==> src/rtl/ifc_ctrl_pkg.sv <==
// Package: shared constants for the PHY interface control register.
// Assumes an 8-bit register and 8-bit addresses by default.
package ifc_ctrl_pkg;
    localparam int REG_W  = 8;
    localparam int ADDR_W = 8;

    // Bit positions decoded by neighbouring logic
    localparam int B_SER6   = 0;
    localparam int B_SER3   = 1;
    localparam int B_RSVD   = 2;
    localparam int B_CLKKEEP = 3;
    localparam int B_AUTORES = 4;
    localparam int B_INVERT = 5;
    localparam int B_PASS   = 6;
    localparam int B_UNUSED = 7;

    // Bits that hold state; all others read as zero
    localparam logic [REG_W-1:0] IMPL_MASK = 8'b0111_1011;

    localparam logic [ADDR_W-1:0] A_LOAD = 8'h07;
    localparam logic [ADDR_W-1:0] A_SET  = 8'h08;
    localparam logic [ADDR_W-1:0] A_CLR  = 8'h09;
endpackage

==> src/rtl/ifc_addr_decode.sv <==
// Module: ifc_addr_decode
// Decodes the access address into load/set/clear write enables and a
// read-hit flag. Assumes the three alias addresses are distinct.
module ifc_addr_decode #(
    parameter int ADDR_W = ifc_ctrl_pkg::ADDR_W,
    parameter logic [ADDR_W-1:0] LOAD_ADDR = ifc_ctrl_pkg::A_LOAD,
    parameter logic [ADDR_W-1:0] SET_ADDR  = ifc_ctrl_pkg::A_SET,
    parameter logic [ADDR_W-1:0] CLR_ADDR  = ifc_ctrl_pkg::A_CLR
) (
    input  logic [ADDR_W-1:0] addr,
    input  logic              we,
    output logic              load_en,
    output logic              set_en,
    output logic              clr_en,
    output logic              rd_hit
);
    logic hit_load, hit_set, hit_clr;

    // Compare address against each alias
    always_comb begin
        hit_load = (addr == LOAD_ADDR);
        hit_set  = (addr == SET_ADDR);
        hit_clr  = (addr == CLR_ADDR);
    end

    // Qualify hits with the write strobe
    always_comb begin
        load_en = we & hit_load;
        set_en  = we & hit_set;
        clr_en  = we & hit_clr;
        rd_hit  = hit_load | hit_set | hit_clr;
    end
endmodule

==> src/rtl/ifc_reg_core.sv <==
// Module: ifc_reg_core
// Per-bit storage with load/set/clear access and a hardware clear that
// takes priority over every software access. Bits outside IMPL_MASK
// have no flop and are tied to zero. Synchronous active-low reset.
module ifc_reg_core #(
    parameter int                REG_W     = ifc_ctrl_pkg::REG_W,
    parameter logic [REG_W-1:0]  IMPL_MASK = ifc_ctrl_pkg::IMPL_MASK
) (
    input  logic             clk,
    input  logic             rst_n,
    input  logic             load_en,
    input  logic             set_en,
    input  logic             clr_en,
    input  logic [REG_W-1:0] wdata,
    input  logic [REG_W-1:0] hw_clr,
    output logic [REG_W-1:0] q
);
    for (genvar i = 0; i < REG_W; i++) begin : g_bit
        if (IMPL_MASK[i]) begin : g_impl
            logic nxt;

            // Next value: software access first, then hardware clear
            always_comb begin
                nxt = q[i];
                if (load_en) nxt = wdata[i];
                if (set_en && wdata[i]) nxt = 1'b1;
                if (clr_en && wdata[i]) nxt = 1'b0;
                if (hw_clr[i]) nxt = 1'b0;
            end

            // Storage flop with synchronous reset
            always_ff @(posedge clk) begin
                if (!rst_n) q[i] <= 1'b0;
                else        q[i] <= nxt;
            end
        end else begin : g_tie
            assign q[i] = 1'b0;
        end
    end
endmodule

==> src/rtl/vbus_ind_cond.sv <==
// Module: vbus_ind_cond
// Combinational conditioning of the external VBUS indicator: optional
// inversion, then optional qualification with the internal comparator.
module vbus_ind_cond (
    input  logic ind_in,
    input  logic cmp_valid,
    input  logic invert,
    input  logic pass_thru,
    output logic compl_out,
    output logic state_out
);
    // Inversion stage
    always_comb compl_out = ind_in ^ invert;

    // Qualification stage
    always_comb state_out = pass_thru ? compl_out : (compl_out & cmp_valid);
endmodule

==> src/rtl/phy_ifc_ctrl_reg.sv <==
// Module: phy_ifc_ctrl_reg (top)
// PHY interface control register reachable at three aliased addresses
// (load, set, clear), with hardware auto-clear of the serial-mode bits
// and conditioning of the external VBUS indicator. Assumes ser_exit
// pulses are synchronous to clk. Read data is combinational.
module phy_ifc_ctrl_reg
    import ifc_ctrl_pkg::*;
(
    input  logic              clk,
    input  logic              rst_n,
    input  logic [ADDR_W-1:0] acc_addr,
    input  logic [REG_W-1:0]  acc_wdata,
    input  logic              acc_we,
    output logic [REG_W-1:0]  acc_rdata,
    input  logic [1:0]        ser_exit,
    input  logic              ext_vbus_ind,
    input  logic              vbus_cmp_valid,
    output logic              ser6_en,
    output logic              ser3_en,
    output logic              clk_keep_en,
    output logic              autoresume_en,
    output logic              vbus_compl,
    output logic              vbus_state
);
    logic             load_en, set_en, clr_en, rd_hit;
    logic [REG_W-1:0] hw_clr;
    logic [REG_W-1:0] reg_q;

    ifc_addr_decode u_dec (
        .addr    (acc_addr),
        .we      (acc_we),
        .load_en (load_en),
        .set_en  (set_en),
        .clr_en  (clr_en),
        .rd_hit  (rd_hit)
    );

    // Map exit pulses onto the serial-mode bit positions
    always_comb begin
        hw_clr         = '0;
        hw_clr[B_SER6] = ser_exit[0];
        hw_clr[B_SER3] = ser_exit[1];
    end

    ifc_reg_core u_core (
        .clk     (clk),
        .rst_n   (rst_n),
        .load_en (load_en),
        .set_en  (set_en),
        .clr_en  (clr_en),
        .wdata   (acc_wdata),
        .hw_clr  (hw_clr),
        .q       (reg_q)
    );

    vbus_ind_cond u_vbus (
        .ind_in    (ext_vbus_ind),
        .cmp_valid (vbus_cmp_valid),
        .invert    (reg_q[B_INVERT]),
        .pass_thru (reg_q[B_PASS]),
        .compl_out (vbus_compl),
        .state_out (vbus_state)
    );

    // Read mux and option outputs
    always_comb begin
        acc_rdata     = rd_hit ? reg_q : '0;
        ser6_en       = reg_q[B_SER6];
        ser3_en       = reg_q[B_SER3];
        clk_keep_en   = reg_q[B_CLKKEEP];
        autoresume_en = reg_q[B_AUTORES];
    end
endmodule

==> config.mk <==
export PLATFORM = sky130hd
export DESIGN_NAME = phy_ifc_ctrl_reg
export DESIGN_NICKNAME = d
export VERILOG_FILES = /design/src/rtl/ifc_ctrl_pkg.sv /design/src/rtl/ifc_addr_decode.sv /design/src/rtl/ifc_reg_core.sv /design/src/rtl/vbus_ind_cond.sv /design/src/rtl/phy_ifc_ctrl_reg.sv
export SDC_FILE = /design/constraint.sdc
export NUM_CORES = 1
export LEC_CHECK = 0
export CAP_MARGIN = 20
export CORE_AREA = 2 2 39 41
export CTS_CLUSTER_DIAMETER = 60
export DETAILED_ROUTE_END_ITERATION = 10
export DIE_AREA = 0 0 41 43
export DONT_BUFFER_PORTS = 1
export PLACE_DENSITY = 0.45
export SYNTH_ARGS = -nofsm -noshare
export SYNTH_HDL_FRONTEND = slang
export SYNTH_HIERARCHICAL = 1
export SYNTH_SLANG_ARGS = --single-unit
==> constraint.sdc <==
create_clock -name clk -period 7.1 [get_ports clk]
set_clock_uncertainty 0.15 [all_clocks]
set_input_delay 1.42 -clock clk [delete_from_list [all_inputs] [get_ports clk]]
set_output_delay 1.42 -clock clk [all_outputs]
set_load 0.02 [all_outputs]
# Word-level counts from Yosys, hierarchy flattened
# Cells that the tools add are included.
[totals]
reg_bits = 6
in_bits = 23
out_inout_bits = 14
wordCells = 55
[op_classes]
eq_ne = 3
mux = 14
bitwise = 8
n_reduce_logical = 24
[op_table]
columns = ["op", "n"]
rows = [
  ["8-bit by 4-bit == test with 1-bit output, second input constant", 2],
  ["1-bit 2-to-1 mux", 13],
  ["1-bit logical AND", 12],
  ["2-bit nonzero test", 6],
  ["8-bit by 3-bit == test with 1-bit output, second input constant", 1],
  ["2-bit OR reduction", 4],
  ["7-bit 2-to-1 mux", 1],
  ["3-bit OR reduction", 2],
  ["1-bit bitwise AND", 4],
  ["1-bit OR", 2],
  ["1-bit NOT", 1],
  ["1-bit XOR", 1],
]

# Depth between registers and ports, before layout
[depth]
word_depth = 4
mapped_depth = 5

# Modules after synthesis
# Netlist, hierarchy kept.
[by_module_without_submodules]
columns = ["mod", "instances", "cells_per_inst", "area_per_inst_um2", "seq_area_each_um2"]
rows = [
  ["ifc_reg_core", 1, 35, 339.1, 120.1],
  ["ifc_addr_decode", 1, 9, 58.8, 0.0],
  ["phy_ifc_ctrl_reg", 1, 9, 53.8, 0.0],
  ["vbus_ind_cond", 1, 2, 16.3, 0.0],
]

# Least setup slack after synthesis
# OpenSTA, ideal clock, no wires.
[synth_timing]
path_type = "input to output"
startpoint = "input acc_addr[5]"
endpoint = "output acc_rdata[0]"
arrival_ps = 2494
required_time_ps = 5530
slack_ps = 3036
cell_stages = 3
cell_sequence = "or4_4 a21oi_1 and2_1"
[synth_via]
elab_chain_len = 4
elab_cells_between_ends = 6
cone_classes = "3 x eq/ne; 1 x mux; 2 x bitwise"
[synth_rtl]
columns = ["item", "line", "source"]
rows = [
  ["start: declaration", "phy_ifc_ctrl_reg.sv:11", "input logic [ADDR_W-1:0] acc_addr,"],
  ["8-bit by 3-bit == test with 1-bit output / 8-bit by 4-bit == test with 1-bit output (equally long branches)", "ifc_addr_decode.sv:21, ifc_addr_decode.sv:22", ""],
  ["1-bit OR", "ifc_addr_decode.sv:31", "rd_hit = hit_load | hit_set | hit_clr;"],
  ["1-bit OR *", "ifc_addr_decode.sv:31", ""],
  ["named net rd_hit", "phy_ifc_ctrl_reg.sv:25", "logic load_en, set_en, clr_en, rd_hit;"],
  ["7-bit 2-to-1 mux *", "phy_ifc_ctrl_reg.sv:67", "acc_rdata = rd_hit ? reg_q : '0;"],
  ["end: declaration", "phy_ifc_ctrl_reg.sv:14", "output logic [REG_W-1:0] acc_rdata,"],
]
# Mark *: on every way through the listed nets, which the timed path passes. The rest lies on a longest branch.

# Worst setup path after layout
[layout_timing]
startpoint = "input acc_addr[5]"
endpoint = "output acc_rdata[6]"
# Same word-level chain as after synthesis.

==> metrics.yaml <==
status: "complete, no violations"
synth_top_area_share_pct: 25.67
synth_cells: 55
cts_hold_buf: 0
critPathMaxFanout: 8
required_ns: 5.53
grt_use_met2_pct: 15.63
path_clk_slew_ns: 0.04
synth_warnings: 6
largest_register: "u_core/q"
drv_cap: 0
critical_path_class: "input pin to output port"
ir_drop_uv: 70.38
antenna_cells: 0
pre_cts_slack_ns: 2.771
layout.nets: 84
cp-start-kind: "input pin"
grt-ovfl-total: 0
start_util_pct: 33.82
grt_pass1_vias: 341
clock_sinks: 6
cts_buffers: 3
switching_share_pct: 21.49
drt_wl_total_um: 937
antenna_left: 0
grt_max_degree: 13
syn_area_per_cell_um2: 8.508
core_area_um2: 1384
postCtsSetupRepairBufs: 0
clk_latency_ns: 0.24
dp.cells: 72
ys_ff_latch: 6
reg2regPathDepth: 2
worstHoldStart: "u_core/q[6]$_SDFFE_PP0P_"
drc: 0
via_per_inst: 5.187
gp_congestion: 0.6086
synthToLayoutAreaGrowth_pct: 6.684
synth_top_area_cell: "dfxtp_1"
worstReg2RegEnd: "u_core/q[3]$_SDFFE_PP0P_"
power_leakage_uw: 0.0001764
hold_viol_final: 0
holdPathStages: 2
met1_usage_pct: 15.86
setup_tns_ns: 0
cts_buffer_depth: 2
ctsResizeCount: 0
p_switching_uw: 14.99
die_w_um: 41
largest_register_ffs: 6
crit_path_top_delay_cell: "or4_4"
drive_above_1_share_pct: 20.34
drt_pass1_iterations: 2
fmaxAchievable_mhz: 235.3
design.die.area_um2: 1763
final_cells: 75
grt.busiest_layer: "met1"
yosysSeqAreaShare_pct: 25.67
arrival_ns: 2.68
grt_pass1_wl_um: 1380
p_comb_share_pct: 6.9
finalSetupViolations: 0
finalMaxSlewViolations: 0
synth_area_leaders: "dfxtp_1 (26%), mux2_2 (14%), a2111oi_1 (11%)"
io_pins: 37
wl_per_cell_um: 12.49
cp_top_family: "simple AND/OR/NAND/NOR gates"
htree_levels: 1
maxSlewHeadroom_pct: 33.66
rsz0062_at_grt: "no"
crit_chain: "or4_4, a21oi_1, and2_1"
p_int_uw: 54.75
pwr-share-clk_pct: 44.6
slowest_delay_ns: 0.54
power_frac_seq_pct: 48.6
yosysUniqueCellTypes: 19
rows: 14
io_buffers: 0
powerDensity_nw_per_um2: 139.7
r2r_slack_ns: 6.00
grtUsageTotal_pct: 12.17
finalCriticalPeriod_ns: 4.249
critPathBufInv: 0
drt_iter0_markers: 2
whs_ns: 0.3266
holdPathEnd: "u_core/q[6]$_SDFFE_PP0P_"
tightest_slew_ns: 0.9875
synth_area_um2: 467.9
fill_cells: 158
met3_usage_pct: 3.665
final_util_pct: 36.08
fp.dieH_um: 43
vias: 389
cts-root-buf: "clkbuf_4"
antenna_found_initial: 0
hold_path.class: "flip-flop to flip-flop"
top_regs: "u_core/q (6)"
r2r-start: "u_core/q[3]$_SDFFE_PP0P_"
post-route-period-util_pct: 59.85
layout_setup_ws_ns: 2.851
cp-end-kind: "output port"
cts_tree: "done"
[cell usage in the layout (no fill, tap or decap), types with 2 or more instances in the layout]
cell type  n
clkbuf_4   3
a2111oi_1  5
o21ai_1    2
conb_1     6
nor4_1     2
o21ai_0    4
and2_1     8
mux2_2     6
inv_1      9
dfxtp_1    6
[power groups by stage]
| stage | registers, uW | clock network [uW] | logic, uW |
|---|---|---|---|
| 2_1_floorplan | 34.5 | 0 | 5.13 |
| 3_3_place_gp | 34.5 | 0 | 4.78 |
| 3_5_place_dp | 34.5 | 0 | 4.81 |
| 4_1_cts | 33.8 | 33.1 | 4.82 |
| 5_1_grt | 33.8 | 36.9 | 5.34 |
| 6_report | 33.9 | 31.1 | 4.78 |
[Yosys cell counts]
cell type,n
a2111oi_1,5
nand4b_1,1
nor3_1,1
a2111oi_2,1
o21a_1,1
or4_4,1
inv_1,9
conb_1,2
a21oi_1,1
and2_1,8
buf_6,1
buf_4,2
or3b_2,1
o21ai_0,4
nor4_1,2
dfxtp_1,6
xor2_1,1
mux2_2,6
o21ai_1,2
[cells by family (layout without fill, tap and decap cells)]
group                  count (synthesis)  in the layout  share of synthesized area [%]
multiplexers                           6              6                          14.44
flip-flops                             6              6                          25.67
other                                  2              6                          1.605
AND/OR/NAND/NOR                       14             14                          20.59
AO/OA/AOI/OAI                         14             14                          22.99
buffers and inverters                 12             12                          12.83
XOR/XNOR                               1              1                          1.872
[cell type report]
type | count | area (um^2) | area share [%]
inverter | 9 | 33.78 | 6.767
sequential | 6 | 120.1 | 24.06
clock buffer | 3 | 22.52 | 4.511
tap | 16 | 20.02 | 4.010
multi-input combinational | 41 | 302.8 | 60.65
[worst register-to-register path, delay by kind of cell (launching register included)]
kind,cells,cell delay (ns)
AOI/OAI and AO/OA,1,0.31
buffers and inverters,1,0.08
DFF,1,0.45
[metal layers]
layer / wire (um) / share of wire (%)
met1: 409 / 44
met2: 430 / 46
met3: 90 / 9.6
met4: 6 / 0.64
met5: 0 / 0
[per-stage QoR]
stage               area [um^2]  power (uW)
detailed placement        476.7       39.29
floorplan                 483.0       39.61
finish                    499.2       69.73
CTS                       499.2       71.79
global route              499.2       75.98
global placement          476.7       39.26
[worst max path at each step]
| stage | from | end | slack (ns) | depth (start not counted) |
|---|---|---|---|---|
| detailed placement | acc_addr[5] | acc_rdata[1] | 2.77 | 3 |
| CTS | acc_addr[5] | acc_rdata[1] | 2.77 | 3 |
| global route | acc_addr[5] | acc_rdata[0] | 2.72 | 3 |
| finish | acc_addr[5] | acc_rdata[6] | 2.85 | 3 |
| global placement | acc_addr[5] | acc_rdata[1] | 2.79 | 3 |
| floorplan | acc_addr[5] | acc_rdata[0] | 3.04 | 3 |
No activity file was read; power rests on OpenSTA's default activity.
